File: config.mk
export PLATFORM = sky130hd
export DESIGN_NAME = seq_divider
export DESIGN_NICKNAME = d
export VERILOG_FILES = /design/src/rtl/div_pkg.sv /design/src/rtl/div_operand_abs.sv /design/src/rtl/div_restore_step.sv /design/src/rtl/div_sign_fix.sv /design/src/rtl/seq_divider.sv
export SDC_FILE = /design/constraint.sdc
export NUM_CORES = 1
export LEC_CHECK = 0
export ABC_AREA = 1
export BUFFER_PORTS_ARGS = -buffer_cell sky130_fd_sc_hd__buf_2
export CORE_ASPECT_RATIO = 0.8
export CORE_UTILIZATION = 45
export CTS_BUF_LIST = sky130_fd_sc_hd__clkbuf_8
export DETAILED_ROUTE_END_ITERATION = 16
export PLACE_DENSITY = 0.71
export SYNTH_ARGS = -nofsm -noshare
export SYNTH_HDL_FRONTEND = slang
export SYNTH_SLANG_ARGS = --single-unit
File: constraint.sdc
create_clock -name clk -period 3.5 [get_ports clk]
set_clock_uncertainty 0.15 [all_clocks]
set_input_delay 0.7 -clock clk [delete_from_list [all_inputs] [get_ports clk]]
set_output_delay 0.7 -clock clk [all_outputs]
set_load 0.05 [all_outputs]
File: src/rtl/div_pkg.sv
package div_pkg;
  typedef enum logic {
    DIV_IDLE = 1'b0,
    DIV_RUN  = 1'b1
  } div_phase_t;

  function automatic int unsigned cnt_bits(input int unsigned w);
    return $clog2(w) + 1;
  endfunction
endpackage

File: src/rtl/div_operand_abs.sv
module div_operand_abs #(
  parameter int WIDTH = 32
) (
  input  logic [WIDTH-1:0] value,
  input  logic             use_sign,
  output logic [WIDTH-1:0] magnitude,
  output logic             is_neg
);
  always_comb begin
    is_neg    = use_sign & value[WIDTH-1];
    magnitude = is_neg ? (~value + 1'b1) : value;
  end
endmodule

File: src/rtl/div_restore_step.sv
module div_restore_step #(
  parameter int WIDTH = 32,
  localparam int AW = 2*WIDTH + 1
) (
  input  logic [AW-1:0]    acc,
  input  logic [WIDTH-1:0] dvs,
  output logic [AW-1:0]    acc_next,
  output logic             qbit
);
  logic [WIDTH:0]   upper;
  logic [WIDTH+1:0] diff;
  logic [WIDTH:0]   kept;

  always_comb begin
    upper    = acc[AW-1:WIDTH];
    diff     = {1'b0, upper} - {2'b00, dvs};
    qbit     = ~diff[WIDTH+1];
    // restore: keep the old upper part when the trial went negative
    kept     = qbit ? diff[WIDTH:0] : upper;
    acc_next = {kept[WIDTH-1:0], acc[WIDTH-1:0], qbit};
  end

  // Kept partial remainder must fit under the divisor, so its carry bit is clear.
  always_comb begin
    if (dvs != '0 && upper < {dvs, 1'b0})
      a_kept_fits_r7: assert (kept[WIDTH] == 1'b0 && kept[WIDTH-1:0] < dvs);
  end
endmodule

File: src/rtl/div_sign_fix.sv
module div_sign_fix #(
  parameter int WIDTH = 32
) (
  input  logic [WIDTH-1:0] mag,
  input  logic             negate,
  output logic [WIDTH-1:0] result
);
  always_comb result = negate ? (~mag + 1'b1) : mag;
endmodule

File: src/rtl/seq_divider.sv
module seq_divider
  import div_pkg::*;
#(
  parameter int WIDTH = 32
) (
  input  logic             clk,
  input  logic             rst,
  input  logic             start,
  input  logic             signed_mode,
  input  logic [WIDTH-1:0] dividend,
  input  logic [WIDTH-1:0] divisor,
  output logic             busy,
  output logic             done,
  output logic [WIDTH-1:0] quotient,
  output logic [WIDTH-1:0] remainder,
  output logic             div_by_zero
);
  localparam int AW = 2*WIDTH + 1;
  localparam int CW = cnt_bits(WIDTH);
  localparam logic [CW-1:0] LAST = CW'(WIDTH - 1);

  div_phase_t       phase;
  logic [AW-1:0]    acc;
  logic [WIDTH-1:0] dvs_mag;
  logic [CW-1:0]    iter;
  logic             neg_quo, neg_rem;

  logic [WIDTH-1:0] a_mag, b_mag;
  logic             a_neg, b_neg;
  logic [AW-1:0]    acc_next;
  logic             qbit;
  logic [WIDTH-1:0] quo_fixed, rem_fixed;

  div_operand_abs #(.WIDTH(WIDTH)) u_abs_num (
    .value(dividend), .use_sign(signed_mode), .magnitude(a_mag), .is_neg(a_neg)
  );
  div_operand_abs #(.WIDTH(WIDTH)) u_abs_den (
    .value(divisor), .use_sign(signed_mode), .magnitude(b_mag), .is_neg(b_neg)
  );

  div_restore_step #(.WIDTH(WIDTH)) u_step (
    .acc(acc), .dvs(dvs_mag), .acc_next(acc_next), .qbit(qbit)
  );

  // the loop shifts one time too many: drop the low bit of the upper part
  div_sign_fix #(.WIDTH(WIDTH)) u_fix_quo (
    .mag(acc_next[WIDTH-1:0]), .negate(neg_quo), .result(quo_fixed)
  );
  div_sign_fix #(.WIDTH(WIDTH)) u_fix_rem (
    .mag(acc_next[AW-1:WIDTH+1]), .negate(neg_rem), .result(rem_fixed)
  );

  assign busy = (phase == DIV_RUN);

  always_ff @(posedge clk) begin
    if (rst) begin
      phase       <= DIV_IDLE;
      acc         <= '0;
      dvs_mag     <= '0;
      iter        <= '0;
      neg_quo     <= 1'b0;
      neg_rem     <= 1'b0;
      done        <= 1'b0;
      div_by_zero <= 1'b0;
      quotient    <= '0;
      remainder   <= '0;
    end else begin
      done <= 1'b0;
      if (phase == DIV_IDLE) begin
        if (start) begin
          if (divisor == '0) begin
            done        <= 1'b1;
            div_by_zero <= 1'b1;
            quotient    <= '0;
            remainder   <= '0;
          end else begin
            phase   <= DIV_RUN;
            iter    <= '0;
            // load with the first left shift already applied
            acc     <= {{WIDTH{1'b0}}, a_mag, 1'b0};
            dvs_mag <= b_mag;
            neg_quo <= a_neg ^ b_neg;
            neg_rem <= a_neg;
          end
        end
      end else begin
        acc  <= acc_next;
        iter <= iter + 1'b1;
        if (iter == LAST) begin
          phase       <= DIV_IDLE;
          done        <= 1'b1;
          div_by_zero <= 1'b0;
          quotient    <= quo_fixed;
          remainder   <= rem_fixed;
        end
      end
    end
  end

  p_done_pulse_r4: assert property (@(posedge clk) disable iff (rst)
    done |=> !done);
  p_done_idle_r3: assert property (@(posedge clk) disable iff (rst)
    done |-> !busy);
  p_busy_ends_done_r3: assert property (@(posedge clk) disable iff (rst)
    $fell(busy) |-> done);
  p_busy_holds_r5: assert property (@(posedge clk) disable iff (rst)
    (busy && iter != LAST) |=> (busy && $stable(dvs_mag) && !done));
  p_zero_quick_r8: assert property (@(posedge clk) disable iff (rst)
    (start && !busy && divisor == '0) |=> (done && div_by_zero && !busy));
  p_partial_bound_r7: assert property (@(posedge clk) disable iff (rst)
    busy |-> (acc[AW-1:WIDTH] < {dvs_mag, 1'b0}));
endmodule

## Word-level counts from Yosys, hierarchy flattened

Cells that the tools add are included.

| word-level totals | value |
|---|---|
| bits of input ports | 68 |
| output and inout port bits | 67 |
| register bits | 172 |

| cells by class | value |
|---|---|
| equality and inequality tests | 3 |
| add/subtract/negate cells | 6 |
| mux-type cells | 29 |
| bitwise operators | 10 |
| reductions and logical operators | 6 |

Operators with widths:

| operator | count |
|---|---|
| 2-to-1 mux 32 bit | 11 |
| 2-to-1 mux 65 bit | 3 |
| adder 32 x 1 -> 32 bit, second input constant | 4 |
| inverter 32 bit | 4 |
| subtractor 33 x 32 -> 34 bit | 1 |
| zero test 32 bit | 1 |
| 2-to-1 mux 6 bit | 3 |
| 2-to-1 mux 1 bit | 12 |
| adder 6 x 1 -> 6 bit, second input constant | 1 |
| equality test 6 x 5 -> 1 bit, second input constant | 1 |
| AND reduction 3 bit | 2 |
| nonzero test 2 bit | 2 |
| inverter 1 bit | 3 |
| AND 1 bit | 2 |
| inequality test 2 x 1 -> 1 bit, second input constant | 1 |
| inequality test 2 bit, second input constant | 1 |
| AND reduction 2 bit | 1 |
| bitwise XOR 1 bit | 1 |

## Longest topological paths before layout

Gate-level depths: netlist of run 1.

| logic depth | value |
|---|---|
| depth after elaboration | 7 |
| mapped depth | 29 |
| depth with buffers taken out | 29 |

## By module

A second synthesis of run 1 with hierarchy kept.

| second synthesis, totals | value |
|---|---|
| cell total of the unflattened synthesis | 2488 |
| area, all modules | 14554.0 µm² |

Modules (own cells, without submodules):

| module | cells an instance | sequential area each (µm²) | area each (µm²) | instances |
|---|---|---|---|---|
| seq_divider | 908 | 3443.3 | 6804.0 | 1 |
| div_restore_step | 672 | 0.0 | 3373.2 | 1 |
| div_sign_fix | 227 | 0.0 | 1108.6 | 2 |
| div_operand_abs | 227 | 0.0 | 1079.8 | 2 |

## Least setup slack after synthesis of run 1

No wires, ideal clock.

| timing path | value |
|---|---|
| path type | register to register |
| start point | reg dvs_mag[11] |
| end point | reg quotient[26] |
| data required time | 3.280 ns |
| path buffers | 0 |
| library setup time | 0.070 ns |
| path slack | 0.154 ns |
| arrival | 3.125 ns |
| period minus slack after synthesis | 3.346 ns |
| cell stages (with the launch flop) | 27 |
| cells stage by stage | dfxtp_1 > inv_1 > ha_1 > nand2_2 > inv_1 > a21oi_2 > o21ai_2 > inv_2 > nand2_2 > nand2_2 > nand2_4 > inv_2 > ha_1 > inv_1 > nor3_1 > nand3_1 > inv_1 > nand3_1 > inv_1 > nand2_1 > nor2_1 > and3_1 > nand3_1 > o21ai_0 > xor2_1 > nand2_1 > a21oi_1 |

| between the ends | value |
|---|---|
| cells in the longest elaborated chain, start to end | 7 |

RTL lines:

| element | RTL line | text |
|---|---|---|
| start, declared | seq_divider.sv:24 | `logic [WIDTH-1:0] dvs_mag;` |
| start signal, assigned | seq_divider.sv:81 | `dvs_mag <= b_mag;` |
| subtractor 33 x 32 -> 34 bit | div_restore_step.sv:16 | `diff = {1'b0, upper} - {2'b00, dvs};` |
| inverter 1 bit | div_restore_step.sv:17 | `qbit = ~diff[WIDTH+1];` |
| inverter 32 bit | div_sign_fix.sv:8 | `always_comb result = negate ? (~mag + 1'b1) : mag;` |
| adder 32 x 1 -> 32 bit | div_sign_fix.sv:8 |  |
| 2-to-1 mux 32 bit | div_sign_fix.sv:8 |  |
| 2-to-1 mux 32 bit | seq_divider.sv:89 | `if (iter == LAST) begin` |
| 2-to-1 mux 32 bit | seq_divider.sv:69 | `if (phase == DIV_IDLE) begin` |
| end signal, assigned | seq_divider.sv:93 | `quotient <= quo_fixed;` |
| end, declared | seq_divider.sv:14 | `output logic [WIDTH-1:0] quotient,` |

Every way passes these cells. The select of a mux whose other input is x is not followed.
A chain may end at the register's enable or synchronous reset.

## Worst setup path in the final report of run 1

| timing path | value |
|---|---|
| start point | reg acc[37] |
| end point | reg quotient[28] |

| between the ends | value |
|---|---|
| cells in the longest elaborated chain, start to end | 7 |

RTL lines:

| element | RTL line | text |
|---|---|---|
| start, declared | seq_divider.sv:23 | `logic [AW-1:0] acc;` |
| start signal, assigned | seq_divider.sv:80 | `acc <= {{WIDTH{1'b0}}, a_mag, 1'b0};` |
| start signal, assigned | seq_divider.sv:87 | `acc <= acc_next;` |
| subtractor 33 x 32 -> 34 bit | div_restore_step.sv:16 |  |
| inverter 1 bit | div_restore_step.sv:17 |  |
| inverter 32 bit | div_sign_fix.sv:8 |  |
| adder 32 x 1 -> 32 bit | div_sign_fix.sv:8 |  |
| 2-to-1 mux 32 bit | div_sign_fix.sv:8 |  |
| 2-to-1 mux 32 bit | seq_divider.sv:89 |  |
| 2-to-1 mux 32 bit | seq_divider.sv:69 |  |

Every way passes these cells. The select of a mux whose other input is x is not followed.

==> run_results.csv, run 1 <==
group,metric,value,unit
worst_setup_path,crit_buf_inv,5,
placed_design,dp_slack,-117,ps
routing,vias_per_cell,5.43,
placed_design,dp_cells,2557,
synthesis,ys_seq_area_share,27.9,%
routing,drc_errors,0,
sta,tns,0,ps
cells_and_area,multi_input_area,0.00819,mm2
clocking,clock_tree.root_cell,"clkbuf_8",
cells_and_area,num_antenna_cells,0,
cells_and_area,fill_cells,2603,
routing,wl_per_cell,16.5,um
worst_setup_path,slowest_stage,"dfxtp_1",
placed_design,place_area,0.0141,mm2
worst_setup_path,r2r_cells,27,
synthesis,ys_types,54,
synthesis,synth_enable_flop_cells,0,
worst_setup_path,crit_top_cell,"nand2_2",
synthesis,syn_area,0.0123,mm2
worst_setup_path,reg2reg_to,"quotient[28]",
floorplan,die_x,187,um
sta,slew_headroom,25.0,%
power,ir_worst_vdd,0.392,mV
synthesis,ys_warn_count,0,
worst_setup_path,r2r-start,"acc[37]",
clocking,cts_buffers,17,
cells_and_area,layout_common_cells,"nand2_1, inv_1, a21oi_1, nor2_1, dfxtp_1",
sta,finalHoldViolations,0,
sta,setup_viol,0,
floorplan,die_h,150,um
hold_path,holdPathEnd,"remainder[3]",
routing,dr.first_iter.drc_count,1419,
hold_path,holdCritPathClass,"flip-flop to flip-flop",
placed_design,gp_congestion,0.993,
floorplan,die-area,0.0281,mm2
grt,antenna_found_initial,0,
sta,fmax,287,MHz
grt,grt.overflow.total,0,
cells_and_area,regArea,0.00348,mm2
cells_and_area,synthToLayoutAreaGrowth,23.0,%
worst_setup_path,critPathMaxStageDelay,450,ps
routing,firstDrtPassIters,6,
floorplan,start_util,46.3,%
grt,track_usage,29.6,%
worst_setup_path,criticalPathCategory,"flip-flop to flip-flop",
synthesis,synthFlopType,"dfxtp_1",
cells_and_area,fin_nets,2335,
clocking,clock-sinks,172,
sta,finalCritPeriodShare,99.5,%
cells_and_area,drive_gt1_share,21.8,%
power,p_per_area,653,mW/mm2
floorplan,rows,53,
worst_setup_path,required,3770,ps
clocking,ctsHtreeMaxLevel,4,
placed_design,io_buffers,134,
worst_setup_path,crit_fanout,3,
grt,grt_max_degree,143,
routing,antenna_left,0,
cells_and_area,instances_no_fill,2598,
worst_setup_path,crit_family,"simple AND/OR/NAND/NOR gates",
clocking,cts_hold_buffers,0,
cells_and_area,postLayoutCellArea,0.0152,mm2
sta,setup_ws,16.7,ps
clocking,worstSkewPairLatency,490,ps
cells_and_area,final_util,57.0,%
power,p_leak,7.17,nW
sta,tightest_slew,1120,ps
sta,whs,316,ps
routing,routed-via-count,14100,
clocking,clockBufferDepth,2,
worst_setup_path,start_kind,"flip-flop",
clocking,tritoncts,"yes",
hold_path,hold_depth,2,
floorplan,pin_count,135,
synthesis,ys_seq_elements,172,
synthesis,synth_nets,2131,
routing,routed_wl,42.8,mm
sta,period_minus_slack,3480,ps
worst_setup_path,critPathCaptureType,"flip-flop",
clocking,path_clk_slew,100,ps
outcome,status,"complete, no violations",
synthesis,synth_area_per_cell,6.09,um2
flow_run,cap_violations,0,
power,power.total,9.90,mW
grt,grt_pass1_wl,65.3,mm
placed_design,hpwl,32.5,mm
floorplan,coreArea,0.0266,mm2
worst_setup_path,worstPathArrival,3750,ps
worst_setup_path,r2r_slack,20,ps
grt,grt_pass1_vias,12200,
synthesis,synthArstFlopShare,0,%
sta,finalMaxSlewViolations,0,
synthesis,synthCells,2025,
cells_and_area,final_common_cell,"nand2_1",
sta,rsz0062_at_grt,"yes",
hold_path,hp-start,"remainder[3]",
==> registers in the layout, indices dropped and copies added (netlist names) <==
name	count
dvs_mag	32
div_by_zero	1
acc	65
done	1
neg_rem	1
remainder	32
iter	6
neg_quo	1
busy	1
quotient	32
==> worst max path at each step <==
| stage | slack (ps) | endpoint | cells past startpoint | startpoint |
|---|---|---|---|---|
| final | 20 | quotient[28] | 27 | acc[37] |
| after global routing | -220 | quotient[28] | 30 | dvs_mag[2] |
| after CTS | 0.06 | quotient[30] | 29 | dvs_mag[2] |
| after detailed placement | -120 | remainder[28] | 21 | dvs_mag[30] |
| after global placement | -70 | remainder[28] | 21 | dvs_mag[30] |
| after floorplan | 150 | quotient[26] | 26 | dvs_mag[11] |
==> worst register-to-register path: stages, from the launching register on <==
cell	delay, ps
dfxtp_1	450
ha_4	250
nand2_2	110
nor2_4	60
nand3_1	90
nand3_2	110
nand2_2	110
nand2_2	70
nand2_2	100
nand2_4	70
inv_4	70
ha_4	130
inv_4	40
nor3_4	200
nand3_2	120
inv_2	70
nand3_2	60
inv_2	80
nand2_4	60
nor2_4	110
and3_4	210
buf_6	110
nand2_4	40
nand2_4	90
nand2_2	80
a21oi_2	150
o21ai_1	90
a21oi_1	140
==> layout make-up <==
type,instances,share of cell area [%]
tap,357,2.95
sequential,172,23.0
clock inverter,12,1.06
multi-input combinational,1533,54.0
timing repair buffer,262,11.2
clock buffer,19,1.72
inverter,243,6.05
==> where the power goes <==
group	internal, mW	leakage (nW)	total [mW]	switching [mW]
logic	2.35	5.55	6.11	3.76
clock network	0.748	0.210	1.55	0.800
registers	2.09	1.41	2.24	0.154
==> Yosys cell counts (9+ instances only) <==
master | n | area [um2]
a21oi_1 | 189 | 946
a31oi_1 | 25 | 156
buf_1 | 9 | 33.8
buf_2 | 14 | 70.1
clkbuf_1 | 50 | 188
dfxtp_1 | 172 | 3440
ha_1 | 37 | 463
inv_1 | 229 | 860
inv_2 | 12 | 45.0
nand2_1 | 637 | 2390
nand2_2 | 17 | 106
nand3_1 | 129 | 646
nand3b_1 | 10 | 75.1
nand4_1 | 27 | 169
nor2_1 | 160 | 601
nor2_2 | 11 | 68.8
nor3_1 | 28 | 140
o21ai_0 | 83 | 415
o21ai_1 | 16 | 80.1
or2_2 | 13 | 81.3
xnor2_1 | 26 | 228
xor2_1 | 59 | 517
==> what timing repair did <==
item | 4_1_cts | 5_1_grt
gates resized for setup | 8 | 144
setup endpoints to repair | 19 | 40
buffers inserted | 2 | 9
pin swaps | 3 | 36
cloned | 0 | 1
==> cell families (layout without fill, tap and decap cells) <==
logic type / after synthesis / after routing / synth area share (%)
AND/OR/NAND/NOR: 1056 / 1057 / 36.2
adder cells (fa/ha/maj): 38 / 38 / 3.92
flip-flops: 172 / 172 / 27.9
AO/OA/AOI/OAI: 353 / 353 / 15.6
XOR/XNOR: 85 / 85 / 6.04
buffers and inverters: 321 / 536 / 10.2
==> routing by layer <==
layer | part of all wire [%] | routed length [um] | GRT usage [%]
met1 | 48 | 20500 | 44.6
met5 | 0 | 0 | 0
met4 | 1.4 | 589 | 6.11
met2 | 42 | 18000 | 43.9
met3 | 8.7 | 3730 | 4.50
(Power assumes the default switching activity.)
==> run 2, diff against run 1 <==
PLACE_DENSITY = 0.66   (was 0.71)
==> run 2 against run 1 <==
Sequential power hardly changed. Power up 3.0%. Setup slack better by 90 ps. Final area rose by 3.5%. Clock power is 10% lower. Maximum frequency increased by 2.7%. Die area unchanged. Non-clock buffer count is 67 higher. Global-route usage rose by 1.6 points. Via count increased by 0.21%. Critical path type unchanged. Largest power group unchanged.
==> run_results.csv, run 2 (synthesis results as in run 1) <==
group,metric,value,unit
cells_and_area,final_common_cell,"nand2_1",
worst_setup_path,startpoint,"dvs_mag[4]",
grt,grt_pass1_wl,67.3,mm
floorplan,start_util,46.3,%
hold_path,holdCritPathClass,"flip-flop to flip-flop",
worst_setup_path,crit_top_cell,"nand2_2",
sta,rsz0062_at_grt,"yes",
clocking,tritoncts,"yes",
sta,tightest_slew,838,ps
routing,routed-via-count,14100,
worst_setup_path,slowest_stage,"dfxtp_2",
cells_and_area,layout_common_cells,"nand2_1, inv_1, buf_4, a21oi_1, nor2_1",
power,switching_power,4.85,mW
routing,drc_errors,0,
grt,antenna_found_initial,0,
grt,grt_max_degree,75,
power,switching_share,47.6,%
grt,track_usage,31.2,%
cells_and_area,fin_nets,2402,
worst_setup_path,critPathCaptureType,"flip-flop",
cells_and_area,instances_no_fill,2665,
clocking,clockBufferDepth,2,
clocking,ctsHtreeMaxLevel,4,
clocking,clock-sinks,172,
sta,finalMaxSlewViolations,0,
routing,routed_wl,45.1,mm
cells_and_area,final_util,59.0,%
power,p_per_area,650,mW/mm2
power,comb_power_share,64.5,%
power,p_leak,7.50,nW
worst_setup_path,required,3790,ps
floorplan,coreArea,0.0266,mm2
sta,setup_ws,107,ps
grt,grt_pass1_vias,12300,
clocking,worstSkewPairLatency,500,ps
placed_design,dp_slack,-99.2,ps
sta,finalCritPeriodShare,96.9,%
worst_setup_path,critPathMaxStageDelay,340,ps
floorplan,die-area,0.0281,mm2
sta,fmax,295,MHz
power,ir_worst_vdd,0.371,mV
clocking,cts_buffers,17,
sta,period_minus_slack,3390,ps
sta,tns,0,ps
routing,antenna_left,0,
hold_path,hp-start,"quotient[3]",
clocking,path_clk_slew,110,ps
routing,firstDrtPassIters,5,
power,pwr-share-clk,13.6,%
cells_and_area,drive_gt1_share,24.8,%
sta,slew_headroom,44.1,%
worst_setup_path,worstPathArrival,3690,ps
floorplan,rows,53,
power,internal_power,5.35,mW
cells_and_area,num_antenna_cells,0,
placed_design,gp_congestion,0.966,
worst_setup_path,criticalPathCategory,"flip-flop to flip-flop",
outcome,status,"complete, no violations",
sta,finalHoldViolations,0,
floorplan,die_x,187,um
worst_setup_path,start_kind,"flip-flop",
floorplan,pin_count,135,
placed_design,hpwl,34.9,mm
routing,dr.first_iter.drc_count,1361,
cells_and_area,top_register,"acc",
clocking,clock_tree.root_cell,"clkbuf_8",
cells_and_area,largest_register_ff_count,65,
routing,vias_per_cell,5.30,
routing,wl_per_cell,16.9,um
cells_and_area,synthToLayoutAreaGrowth,27.4,%
worst_setup_path,crit_fanout,3,
floorplan,die_h,150,um
cells_and_area,postLayoutCellArea,0.0157,mm2
flow_run,cap_violations,0,
worst_setup_path,r2r-start,"dvs_mag[4]",
power,seqPwrFrac,21.9,%
placed_design,dp_cells,2626,
placed_design,io_buffers,134,
grt,grt.overflow.total,0,
sta,setup_viol,0,
placed_design,place_area,0.0146,mm2
==> run 2: power by group through the flow <==
stage          combinational, mW  clock (mW)  sequential (mW)
2_1_floorplan               3.52           0             2.20
3_3_place_gp                5.89           0             2.23
3_5_place_dp                5.92           0             2.24
4_1_cts                     5.99        1.40             2.19
5_1_grt                     7.20        1.48             2.24
6_report                    6.58        1.39             2.23
==> run 2: critical path: cells and delay by family (launching register included) <==
kind,cells,cell delay [ps]
compound gates,2,290
xor+xnor,1,120
fa+ha+maj,2,390
buf+inv,7,470
flops,1,340
simple gates,17,1580
==> run 2: path summary, 6_finish.rpt <==
path | endpoint | slack [ps] | cells past startpoint
hold reg to reg | quotient[3] | 310 | 2
setup / recovery | quotient[26] | 110 | 29
setup reg to reg | quotient[26] | 110 | 29
hold / removal | quotient[3] | 310 | 2
==> run 2: metal layers <==
layer  track usage [%]  up-vias  wire length [um]
li1                  -     7062                 -
met1              45.2     6477             21500
met2              45.2      541             18700
met3              8.16       45              4150
met4              7.75        0               705
met5                 0        -                 0
==> run 2: area by class of cell <==
type | count | area [um2]
Tap cell | 357 | 447
Timing Repair Buffer | 329 | 2240
Fill cell | 2613 | 10900
Sequential cell | 172 | 3490
Inverter | 243 | 917
Multi-Input combinational cell | 1533 | 8240
Clock inverter | 13 | 115
Clock buffer | 18 | 248
==> run 2: what timing repair did <==
| action | 4_1_cts | 5_1_grt |
|---|---|---|
| hold buffers | 0 | 0 |
| gates resized for setup | 9 | 160 |
| pin swaps | 1 | 41 |
| cloned | 0 | 2 |
| endpoints found under the setup margin | 20 | 31 |
| buffers inserted | 0 | 6 |
==> run 2: metrics by stage <==
| step | total power [mW] | hold slack, ps |
|---|---|---|
| after CTS | 9.58 | 306 |
| after global placement | 8.12 | 298 |
| after floorplan | 5.72 | 280 |
| final | 10.2 | 314 |
| after global routing | 10.9 | 330 |
| after detailed placement | 8.16 | 301 |
